--- src/rtl/pwm_pkg.sv ---
package pwm_pkg;
  localparam int unsigned PWM_CNT_W_DEF = 16;

  typedef enum logic [1:0] {
    WR_NONE = 2'd0,
    WR_PER  = 2'd1,
    WR_WID  = 2'd2,
    WR_BOTH = 2'd3
  } wr_kind_e;
endpackage

--- src/rtl/pwm_regs.sv ---
module pwm_regs
  import pwm_pkg::*;
#(
  parameter int unsigned CNT_W = PWM_CNT_W_DEF,
  localparam int unsigned DW = 2 * CNT_W
) (
  input  logic             clk_i,
  input  logic             rst_ni,
  input  logic             wr_per_i,
  input  logic             wr_wid_i,
  input  logic             wr_both_i,
  input  logic [DW-1:0]    wdata_i,
  input  logic             end_i,
  output logic [CNT_W-1:0] sec_per_o,
  output logic [CNT_W-1:0] sec_wid_o,
  output logic [CNT_W-1:0] nxt_wid_o
);
  logic [CNT_W-1:0] pri_per_q, pri_wid_q, sec_per_q, sec_wid_q;
  logic             xfer;
  wr_kind_e         kind;

  always_comb begin
    if (wr_both_i)     kind = WR_BOTH;
    else if (wr_per_i) kind = WR_PER;
    else if (wr_wid_i) kind = WR_WID;
    else               kind = WR_NONE;
  end

  // combined write on the period end defers the refresh one period
  assign xfer = end_i && !wr_both_i;

  always_ff @(posedge clk_i or negedge rst_ni) begin
    if (!rst_ni) begin
      pri_per_q <= '0;
      pri_wid_q <= '0;
    end else begin
      unique case (kind)
        WR_BOTH: begin
          pri_per_q <= wdata_i[DW-1:CNT_W];
          pri_wid_q <= wdata_i[CNT_W-1:0];
        end
        WR_PER:  pri_per_q <= wdata_i[CNT_W-1:0];
        WR_WID:  pri_wid_q <= wdata_i[CNT_W-1:0];
        default: ;
      endcase
    end
  end

  always_ff @(posedge clk_i or negedge rst_ni) begin
    if (!rst_ni) begin
      sec_per_q <= '0;
      sec_wid_q <= '0;
    end else if (xfer) begin
      sec_per_q <= pri_per_q;
      sec_wid_q <= pri_wid_q;
    end
  end

  assign sec_per_o = sec_per_q;
  assign sec_wid_o = sec_wid_q;
  assign nxt_wid_o = xfer ? pri_wid_q : sec_wid_q;

  AST_SEC_HOLD: assert property (@(posedge clk_i) disable iff (!rst_ni)
    !end_i |=> $stable(sec_per_q) && $stable(sec_wid_q));
  AST_XFER_SUPPRESS: assert property (@(posedge clk_i) disable iff (!rst_ni)
    end_i && wr_both_i |=> $stable(sec_per_q) && $stable(sec_wid_q));
endmodule

--- src/rtl/pwm_counter.sv ---
module pwm_counter
  import pwm_pkg::*;
#(
  parameter int unsigned CNT_W = PWM_CNT_W_DEF
) (
  input  logic             clk_i,
  input  logic             rst_ni,
  input  logic             tick_i,
  input  logic [CNT_W-1:0] per_i,
  output logic [CNT_W-1:0] cnt_o,
  output logic             end_o
);
  localparam logic [CNT_W-1:0] ONE = CNT_W'(1);

  logic [CNT_W-1:0] cnt_q, last;

  // period 0 wraps to all ones: 2^CNT_W ticks
  assign last  = per_i - ONE;
  assign end_o = tick_i && (cnt_q == last);

  always_ff @(posedge clk_i or negedge rst_ni) begin
    if (!rst_ni)     cnt_q <= '0;
    else if (end_o)  cnt_q <= '0;
    else if (tick_i) cnt_q <= cnt_q + ONE;
  end

  assign cnt_o = cnt_q;

  AST_CNT_HOLD: assert property (@(posedge clk_i) disable iff (!rst_ni)
    !tick_i |=> $stable(cnt_q));
  AST_CNT_WRAP: assert property (@(posedge clk_i) disable iff (!rst_ni)
    end_o |=> cnt_q == '0);
endmodule

--- src/rtl/pwm_outff.sv ---
module pwm_outff
  import pwm_pkg::*;
#(
  parameter int unsigned CNT_W = PWM_CNT_W_DEF
) (
  input  logic             clk_i,
  input  logic             rst_ni,
  input  logic             tick_i,
  input  logic             end_i,
  input  logic [CNT_W-1:0] cnt_i,
  input  logic [CNT_W-1:0] wid_i,
  input  logic [CNT_W-1:0] nxt_wid_i,
  output logic             pwm_o
);
  localparam logic [CNT_W-1:0] ONE = CNT_W'(1);

  logic pwm_q;

  // set at period start unless width is zero; first match clears, later ones are moot
  always_ff @(posedge clk_i or negedge rst_ni) begin
    if (!rst_ni)                                pwm_q <= 1'b0;
    else if (end_i)                             pwm_q <= (nxt_wid_i != '0);
    else if (tick_i && (cnt_i + ONE == wid_i))  pwm_q <= 1'b0;
  end

  assign pwm_o = pwm_q;

  AST_RISE_AT_START: assert property (@(posedge clk_i) disable iff (!rst_ni)
    $rose(pwm_q) |-> $past(end_i));
endmodule

--- src/rtl/pwm_dbuf.sv ---
module pwm_dbuf
  import pwm_pkg::*;
#(
  parameter int unsigned CNT_W = PWM_CNT_W_DEF,
  localparam int unsigned DW = 2 * CNT_W
) (
  input  logic             clk_i,
  input  logic             rst_ni,
  input  logic             tick_i,
  input  logic             wr_per_i,
  input  logic             wr_wid_i,
  input  logic             wr_both_i,
  input  logic [DW-1:0]    wdata_i,
  output logic [CNT_W-1:0] cnt_o,
  output logic             pwm_o
);
  logic [CNT_W-1:0] sec_per, sec_wid, nxt_wid, cnt;
  logic             per_end;

  pwm_regs #(.CNT_W(CNT_W)) u_regs (
    .clk_i     (clk_i),
    .rst_ni    (rst_ni),
    .wr_per_i  (wr_per_i),
    .wr_wid_i  (wr_wid_i),
    .wr_both_i (wr_both_i),
    .wdata_i   (wdata_i),
    .end_i     (per_end),
    .sec_per_o (sec_per),
    .sec_wid_o (sec_wid),
    .nxt_wid_o (nxt_wid)
  );

  pwm_counter #(.CNT_W(CNT_W)) u_cnt (
    .clk_i  (clk_i),
    .rst_ni (rst_ni),
    .tick_i (tick_i),
    .per_i  (sec_per),
    .cnt_o  (cnt),
    .end_o  (per_end)
  );

  pwm_outff #(.CNT_W(CNT_W)) u_out (
    .clk_i     (clk_i),
    .rst_ni    (rst_ni),
    .tick_i    (tick_i),
    .end_i     (per_end),
    .cnt_i     (cnt),
    .wid_i     (sec_wid),
    .nxt_wid_i (nxt_wid),
    .pwm_o     (pwm_o)
  );

  assign cnt_o = cnt;

  AST_ZERO_LOW: assert property (@(posedge clk_i) disable iff (!rst_ni)
    sec_wid == '0 |-> !pwm_o);
  AST_FULL_HIGH: assert property (@(posedge clk_i) disable iff (!rst_ni)
    (sec_per != '0) && (sec_wid >= sec_per) |-> pwm_o);
endmodule

--- config.mk ---
export PLATFORM = sky130hd
export DESIGN_NAME = pwm_dbuf
export DESIGN_NICKNAME = d
export VERILOG_FILES = /design/src/rtl/pwm_pkg.sv /design/src/rtl/pwm_regs.sv /design/src/rtl/pwm_counter.sv /design/src/rtl/pwm_outff.sv /design/src/rtl/pwm_dbuf.sv
export SDC_FILE = /design/constraint.sdc
export NUM_CORES = 1
export LEC_CHECK = 0
export CORE_MARGIN = 2
export CORE_UTILIZATION = 45
export DETAILED_ROUTE_END_ITERATION = 16
export PLACE_DENSITY = 0.72
export SYNTH_ARGS = -nofsm -noshare
export SYNTH_HDL_FRONTEND = slang
export SYNTH_SLANG_ARGS = --single-unit
--- constraint.sdc ---
create_clock -name clk_i -period 5.3 [get_ports clk_i]
set_clock_uncertainty 0.15 [all_clocks]
set_input_delay 0.53 -clock clk_i [delete_from_list [all_inputs] [get_ports clk_i]]
set_output_delay 0.53 -clock clk_i [all_outputs]
set_load 0.01 [all_outputs]
==> flow_summary.yaml, run 1 <==
power:
  leakage_uw: 0.002277
  power_density_nw_per_um2: 476.8
  pwr-share-comb: 0.449
  internal_power_uw: 1540
  ir_drop_mv: 0.1839
  switchingPower_uw: 1024
  pwr-share-clk: 0.163
  switching_share: 0.3992
  p_seq_frac: 0.388
placed_design:
  gp_congestion: 0.8795
  io_buffers: 54
  dpl_cell_area_um2: 5197
  dp_hpwl_mm: 7.320
synthesis:
  synth_warnings: 0
  synth-edff-count: 0
  synthArstFlopShare: 1.000
  yosysUniqueCellTypes: 54
  synth_area_um2: 4649
  postSynthCellCount: 433
  ys_seq_area_frac: 0.4360
  synthFlopType: "dfrtp_1"
  syn_nets: 473
  synth_seq_cells: 81
  avgSynthCellArea_um2: 10.74
global_route:
  grt_pass1_vias: 3298
  grt_start_max_net_pins: 82
  grt_usage: 0.1949
  grt_pass1_wl_mm: 17.16
  antenna_found_initial: 0
  overflow: 0
cells_and_area:
  syn_to_final_growth_pct: 15.66
  layout_commonest_cell: "dfrtp_1"
  fin_area_um2: 5378
  ff_latch_area_um2: 2027
  final_nets: 508
  final_util: 0.5280
  n_fill_cell: 935
  drive_gt1_frac: 0.1564
  layout_common_cells: "dfrtp_1, clkdlybuf4s50_1, o21ai_0, nand2_1, mux2_4"
  multi_input_area_um2: 2379
  diodes: 0
cts:
  path_clk_slew_ns: 0.09
  clockRootBuffer: "clkbuf_8"
  cts.path.max_buffers: 2
  numCtsBuffers: 9
  htree_num_levels: 3
  clkSinkCount: 81
  cts_tree: "done"
  cts_resized: 0
  clock_latency_ns: 0.35
  post_cts_buffers: 0
  cts_hold_buf: 0
critical_path:
  path_common_cell: "or4_1"
  path_buf_inv: 2
  critPathCaptureType: "register"
  startpoint_type: "register"
  cp.arrival_ns: 4.09
  rrSetupSlack_ns: 1.29
  max_stage_delay_ns: 0.85
  cp_data_required_time_ns: 5.39
  crit_slowest_cell: "or4_1"
  crit_fanout: 32
  worstPathCellList: "inv_1 > ha_1 > nor3b_1 > nand4_1 > xnor2_1 > or4_1 > or4_1 > nor2_8 > buf_12 > mux2_2"
  path_delay_family: "simple AND/OR/NAND/NOR gates"
  path_class: "reg -> reg"
job:
  drv_cap: 0
status:
  status: "finished clean"
route:
  drtIter0Drc: 288
  vias_per_cell: 5.550
  wl_per_cell_um: 16.50
  drt_first_pass_iters: 5
  vias: 3380
  wl_mm: 10.05
  drc: 0
  route.antenna.remaining_nets: 0
sta:
  tightest_slew_ns: 1.027
  max_freq_mhz: 249.6
  final_max_slew_viol_count: 0
  hold_viol: 0
  relSlewSlack: 0.3134
  min_period_ns: 4.006
  finalSetupViolations: 0
  final.period_utilization: 0.7558
  tns_ns: 0
  rsz0062_at_grt: "no"
floorplan:
  num_io_pins: 55
  core-area_um2: 10180
  die_w_um: 105.6
  start_util: 0.4565
  fp.dieH_um: 105.6
  rows: 37
  die_area_um2: 11160
min_path:
  hp-class: "in -> async"
-- cell usage after synthesis (4+ instances only) --
cell type / number / area share
dfrtp_1: 81 / 0.44
o21ai_0: 34 / 0.037
nand2_1: 32 / 0.026
mux2_4: 30 / 0.097
xnor2_1: 28 / 0.053
clkbuf_1: 25 / 0.020
mux2_2: 19 / 0.046
mux2i_1: 17 / 0.037
nand3_1: 16 / 0.017
nor4_1: 16 / 0.022
xor2_1: 16 / 0.030
inv_1: 11 / 0.0089
nor2_1: 11 / 0.0089
nor3_1: 11 / 0.012
nand4_1: 8 / 0.011
or4_1: 7 / 0.011
and3_1: 4 / 0.0054
-- power by group through the flow --
stage                     clock (µW)  sequential (µW)  combinational, µW
final                            418              996               1150
after global routing             456             1030               1270
after CTS                        431              992               1150
after detailed placement           0             1000               1140
after global placement             0              995               1110
after floorplan                    0              878                941
-- worst paths after layout --
check / from / endpoint / cells after the start
min reg2reg: u_regs.pri_per_q[8]$_DFFE_PN0P_ / u_regs.sec_per_o[8]$_DFFE_PN0N_ / 1
min in group clk_i: u_regs.pri_per_q[8]$_DFFE_PN0P_ / u_regs.sec_per_o[8]$_DFFE_PN0N_ / 1
max reg2reg: u_regs.sec_per_o[0]$_DFFE_PN0N_ / u_regs.sec_per_o[1]$_DFFE_PN0N_ / 10
max in group asynchronous: rst_ni / u_regs.sec_wid_o[15]$_DFF_PN0_ / 1
max: u_regs.sec_per_o[0]$_DFFE_PN0N_ / u_regs.sec_per_o[1]$_DFFE_PN0N_ / 10
min: rst_ni / u_cnt.cnt_o[12]$_DFFE_PN0P_ / 1
-- registers in the layout, summed over array words and instances (netlist names) --
register / flops
u_cnt.cnt_o: 16
u_regs.sec_per_o: 16
u_regs.pri_per_q: 16
u_regs.pri_wid_q: 16
u_regs.sec_wid_o: 16
u_out.pwm_o: 1
-- cell families after synthesis --
group / after synthesis / share of synthesized area
AND/OR/NAND/NOR: 125 / 0.1461
buffers and inverters: 45 / 0.05247
XOR/XNOR: 44 / 0.08288
adder cells (fa/ha/maj): 2 / 0.005381
multiplexers: 66 / 0.1795
flip-flops: 81 / 0.4360
AO/OA/AOI/OAI: 70 / 0.09769
-- metal layers --
layer / global-route usage / vias to the layer above / part of all wire
met5: 0 / - / 0
met3: 0.03711 / 8 / 0.051
met1: 0.2848 / 1622 / 0.49
met4: 0.06485 / 0 / 0.010
li1: - / 1648 / -
met2: 0.2908 / 102 / 0.45
-- stage by stage --
step,instances,setup WS (ns),power [µW],hold slack [ns]
detailed placement,593,1.089,2146,0.3481
global route,609,1.047,2754,0.2787
global placement,593,1.156,2108,0.3422
finish,609,1.294,2564,0.1633
CTS,609,1.306,2571,0.2130
floorplan,433,1.944,1820,0.08441
-- cell type report --
cell class / count / share of cell area
multi-input cells: 307 / 0.4423
inverters: 11 / 0.007678
well taps: 136 / 0.03164
repair buffers: 58 / 0.1080
flip-flops and latches: 81 / 0.3769
clock buffers: 10 / 0.02373
clock inverters: 6 / 0.009772
(Power assumes the default switching activity.)
==> inputs of run 2 (changes only) <==
==> constraint.sdc (replaced) <==
create_clock -name clk_i -period 3.7 [get_ports clk_i]
set_clock_uncertainty 0.15 [all_clocks]
set_input_delay 0.37 -clock clk_i [delete_from_list [all_inputs] [get_ports clk_i]]
set_output_delay 0.37 -clock clk_i [all_outputs]
set_load 0.01 [all_outputs]
==> run 2 against run 1 <==
Effect of this change:
- register-to-register slack got worse by 1.1 ns
- sequential share of layout area is 1.0 points lower
- wire length up 3.7%
- final cell count rose by 2.3%
- die area stayed put
- non-clock buffer count up 14
- highest routed layer unchanged
==> flow_summary.yaml, run 2 (synthesis results as in run 1) <==
status:
  status: "finished clean"
cts:
  cts_resized: 0
  htree_num_levels: 3
  path_clk_slew_ns: 0.09
  post_cts_buffers: 0
  cts_tree: "done"
  clockRootBuffer: "clkbuf_8"
  cts_hold_buf: 0
  cts.path.max_buffers: 2
  clock_latency_ns: 0.36
  numCtsBuffers: 9
  clkSinkCount: 81
floorplan:
  die_w_um: 105.6
  num_io_pins: 55
  die_area_um2: 11160
  start_util: 0.4565
  core-area_um2: 10180
  rows: 37
  fp.dieH_um: 105.6
critical_path:
  worstPathCellList: "inv_1 > ha_1 > nor3b_1 > nand4_1 > xnor2_1 > or4_1 > or4_1 > nor2_8 > buf_12 > mux2_2"
  crit_fanout: 19
  cp.arrival_ns: 3.60
  startpoint_type: "register"
  max_stage_delay_ns: 0.63
  cp_data_required_time_ns: 3.80
  path_class: "reg -> reg"
  crit_slowest_cell: "or4_1"
  critPathCaptureType: "register"
  path_common_cell: "or4_1"
route:
  drt_first_pass_iters: 4
  wl_mm: 10.42
  vias: 3454
  wl_per_cell_um: 16.72
  drtIter0Drc: 209
  route.antenna.remaining_nets: 0
  vias_per_cell: 5.544
  drc: 0
global_route:
  grt_start_max_net_pins: 82
  grt_usage: 0.1957
  antenna_found_initial: 0
  grt_pass1_vias: 3370
  overflow: 0
  grt_pass1_wl_mm: 17.38
sta:
  final.period_utilization: 0.9460
  final_max_slew_viol_count: 0
  max_freq_mhz: 285.7
  relSlewSlack: 0.3406
  tightest_slew_ns: 0.9890
  tns_ns: 0
  rsz0062_at_grt: "no"
  hold_viol: 0
  min_period_ns: 3.500
  fin_ws_ns: 0.1999
  finalSetupViolations: 0
placed_design:
  gp_congestion: 0.9214
  io_buffers: 54
  dpl_cell_area_um2: 5315
  post-place-ws_ns: 0.1414
  dp_hpwl_mm: 7.763
power:
  ir_drop_mv: 0.2607
  finalPower_uw: 3837
  leakage_uw: 0.002369
  power_density_nw_per_um2: 693.9
job:
  drv_cap: 0
cells_and_area:
  layout_common_cells: "dfrtp_1, clkdlybuf4s50_1, o21ai_0, nand2_1, mux2_4"
  final_util: 0.5430
  syn_to_final_growth_pct: 18.95
  drive_gt1_frac: 0.1848
  layout_commonest_cell: "dfrtp_1"
  diodes: 0
  fin_area_um2: 5530
  n_fill_cell: 915
  final_nets: 522
min_path:
  hp-class: "in -> async"
## run 2: layer usage
metal	vias up	track usage	wire length, µm
met2	92	0.3074	4860
li1	1672	-	-
met3	9	0.04205	578
met1	1681	0.2736	4875
met4	0	0.05639	102
met5	-	0	0
## run 2: metrics by stage
stage | instances | hold WS [ns]
2_1_floorplan | 433 | -0.07559
3_3_place_gp | 607 | 0.3443
3_5_place_dp | 607 | 0.3519
4_1_cts | 623 | 0.05091
5_1_grt | 623 | 0.09944
6_report | 623 | 0.01991
## run 2: power by group
group,switching (µW),leakage [µW],internal [µW]
logic,819,0.00127,941
clock network,351,0.000107,339
registers,318,0.000994,1070
## run 2: critical path: cells and delay by family, from the launching register on
kind	cells	cell delay (ns)
XOR/XNOR	1	0.17
adder cells (fa/ha/maj)	1	0.25
buffers and inverters	2	0.28
flip-flops	1	0.45
multiplexers	1	0.35
AND/OR/NAND/NOR	5	1.73
## run 2: final timing paths
path,start,endpoint,slack (ns),cells after the start
worst max-delay path,u_regs.sec_per_o[0]$_DFFE_PN0N_,u_regs.sec_per_o[1]$_DFFE_PN0N_,0.20,10
worst min-delay path,rst_ni,u_cnt.cnt_o[10]$_DFFE_PN0P_,0.02,1
worst max register to register,u_regs.sec_per_o[0]$_DFFE_PN0N_,u_regs.sec_per_o[1]$_DFFE_PN0N_,0.20,10
worst min register to register,u_regs.pri_per_q[3]$_DFFE_PN0P_,u_regs.sec_per_o[3]$_DFFE_PN0N_,0.38,1
max in group asynchronous,rst_ni,u_regs.sec_per_o[4]$_DFFE_PN0N_,2.74,1
min in group clk_i,u_regs.pri_per_q[3]$_DFFE_PN0P_,u_regs.sec_per_o[3]$_DFFE_PN0N_,0.38,1
## run 2: layout make-up
cell class	instances	area (µm²)	area share
multi-input cells	307	2382	0.4308
flip-flops and latches	81	2027	0.3665
clock inverters	6	73.82	0.01335
repair buffers	72	698.2	0.1262
inverters	11	41.29	0.007466
well taps	136	170.2	0.03077
clock buffers	10	137.6	0.02489
==> inputs of run 3 (changes only) <==
--- a/config.mk
+++ b/config.mk
@@ -6,9 +6,10 @@
 export NUM_CORES = 1
 export LEC_CHECK = 0
 export CORE_MARGIN = 2
-export CORE_UTILIZATION = 45
+export CORE_UTILIZATION = 50
 export DETAILED_ROUTE_END_ITERATION = 16
-export PLACE_DENSITY = 0.72
+export PLACE_DENSITY = 0.79
+export SETUP_SLACK_MARGIN = 0.5
 export SYNTH_ARGS = -nofsm -noshare
 export SYNTH_HDL_FRONTEND = slang
 export SYNTH_SLANG_ARGS = --single-unit
==> run 3 against run 2 <==
Effect of this change:
- clock-buffer cell count is the same
- wire length rose by 9.5%
- critical path depth down 1
- highest routed layer unchanged
- sequential power is essentially flat
- sequential share of layout area shrank 0.71 points
- first-iteration DRC count fell by 25%
- via count rose by 3.7%
- clock power decreased by 4.9%
- critical path type unchanged
- non-clock buffer count increased by 3
- final cell count is 3.5% lower
- combinational power up 9%
- final area rose by 2.2%
==> flow_summary.yaml, run 3 (synthesis results as in run 1) <==
status:
  status: "finished clean"
placed_design:
  dp.cells: 574
  io_buffers: 54
  dp_hpwl_mm: 7.659
  dpl_cell_area_um2: 5225
  gp_congestion: 0.9207
  post-place-ws_ns: 0.02894
power:
  internal_power_uw: 2367
  leakage_uw: 0.002421
  pwr-share-clk: 0.164
  power_density_nw_per_um2: 704.6
  switching_share: 0.4056
  switchingPower_uw: 1615
  ir_drop_mv: 0.3290
  p_seq_frac: 0.356
  pwr-share-comb: 0.479
cells_and_area:
  syn_to_final_growth_pct: 21.53
  multi_input_area_um2: 2461
  drive_gt1_frac: 0.2184
  n_fill_cell: 745
  layout_commonest_cell: "dfrtp_1"
  final_nets: 525
  layout_common_cells: "dfrtp_1, clkdlybuf4s50_1, o21ai_0, mux2_4, nand2_1"
  diodes: 0
  ff_latch_area_um2: 2031
  final_cells: 601
  fin_area_um2: 5650
route:
  wl_mm: 11.41
  drt_first_pass_iters: 4
  route.antenna.remaining_nets: 0
  drtIter0Drc: 156
  vias_per_cell: 5.962
  vias: 3583
  drc: 0
  wl_per_cell_um: 18.98
sta:
  rsz0062_at_grt: "yes"
  min_period_ns: 3.363
  finalSetupViolations: 0
  relSlewSlack: 0.3378
  max_freq_mhz: 297.3
  tightest_slew_ns: 0.9934
  final.period_utilization: 0.9090
  tns_ns: 0
  final_max_slew_viol_count: 0
  fin_ws_ns: 0.3365
  hold_viol: 0
critical_path:
  critPathCaptureType: "register"
  path_depth: 9
  startpoint_type: "register"
  worstPathCellList: "or4_4 > o21ai_2 > nand4_1 > or4_4 > or4_4 > nor2_8 > buf_6 > buf_16 > mux2_4"
  reg2reg_depth: 9
  path_common_cell: "or4_4"
  cp_data_required_time_ns: 3.81
  max_stage_delay_ns: 0.61
  cp.arrival_ns: 3.47
  crit_slowest_cell: "or4_4"
  rrSetupSlack_ns: 0.34
  crit_fanout: 8
  path_buf_inv: 2
  reg2reg_to: "u_regs.sec_wid_o[6]$_DFF_PN0_"
  path_delay_family: "simple AND/OR/NAND/NOR gates"
  path_class: "reg -> reg"
  r2r-start: "u_regs.sec_per_o[1]$_DFFE_PN0N_"
cts:
  htree_num_levels: 3
  clockRootBuffer: "clkbuf_8"
  clock_latency_ns: 0.36
  cts_hold_buf: 0
  path_clk_slew_ns: 0.10
  cts_tree: "done"
  numCtsBuffers: 9
  cts.path.max_buffers: 2
  clkSinkCount: 81
global_route:
  grt_pass1_wl_mm: 18.64
  grt_pass1_vias: 3534
  overflow: 0
  grt_start_max_net_pins: 82
  antenna_found_initial: 0
  grt_usage: 0.2402
floorplan:
  die_w_um: 100.4
  num_io_pins: 55
  fp.dieH_um: 100.4
  rows: 35
  core-area_um2: 9109
  start_util: 0.5104
  die_area_um2: 10090
min_path:
  hp-class: "in -> async"
job:
  drv_cap: 0
## run 3: power by group through the flow
stage / Clock [µW] / Combinational (µW) / Sequential [µW]
floorplan: 0 / 1400 / 1260
global placement: 0 / 1640 / 1410
detailed placement: 0 / 1700 / 1430
CTS: 654 / 1840 / 1410
global route: 706 / 2070 / 1450
finish: 655 / 1910 / 1420
## run 3: worst max-delay path by stage
stage	start	end	slack [ns]
6_report	u_regs.sec_per_o[1]$_DFFE_PN0N_	u_regs.sec_wid_o[6]$_DFF_PN0_	0.34
5_1_grt	u_regs.sec_per_o[1]$_DFFE_PN0N_	u_regs.sec_wid_o[10]$_DFF_PN0_	0.25
4_1_cts	u_regs.sec_per_o[1]$_DFFE_PN0N_	u_regs.sec_wid_o[11]$_DFF_PN0_	0.36
3_5_place_dp	u_regs.sec_per_o[0]$_DFFE_PN0N_	u_regs.sec_per_o[0]$_DFFE_PN0N_	0.03
3_3_place_gp	u_regs.sec_per_o[0]$_DFFE_PN0N_	u_regs.sec_per_o[0]$_DFFE_PN0N_	0.23
2_1_floorplan	u_regs.sec_per_o[4]$_DFFE_PN0N_	u_regs.sec_per_o[10]$_DFFE_PN0N_	0.35
## run 3: area by class of cell
class                   instances  share of cell area
well taps                     111             0.02458
multi-input cells             307              0.4356
repair buffers                 75              0.1386
flip-flops and latches         81              0.3594
clock buffers                  10             0.02436
inverters                      11            0.007307
clock inverters                 6             0.01019
## run 3: metal layers
layer,share of wire,GRT usage
met2,0.48,0.3862
met3,0.055,0.03969
met4,0.025,0.09484
met1,0.44,0.3261
met5,0,0
## run 3: what timing repair did
action / 4_1_cts / 5_1_grt
cloned: 3 / 0
pin swaps: 4 / 2
endpoints found under the setup margin: 49 / 39
setup buffers: 8 / 0
resized for setup: 22 / 3
## run 3: stage by stage
stage          utilization  hold slack (ns)  total power [µW]
2_1_floorplan            -         -0.07559              2655
3_3_place_gp        0.5736           0.3454              3055
3_5_place_dp        0.5736           0.3539              3133
6_report            0.6203         0.005573              3981
4_1_cts             0.6190          0.04976              3902
5_1_grt             0.6203           0.1115              4226
## run 3: worst register-to-register path: cells and delay by family, from the launching register on
kind	cells	cell delay, ns
muxes	1	0.30
DFF	1	0.43
and+or+nand+nor	5	1.96
AOI/OAI and AO/OA	1	0.15
buffers and inverters	2	0.29
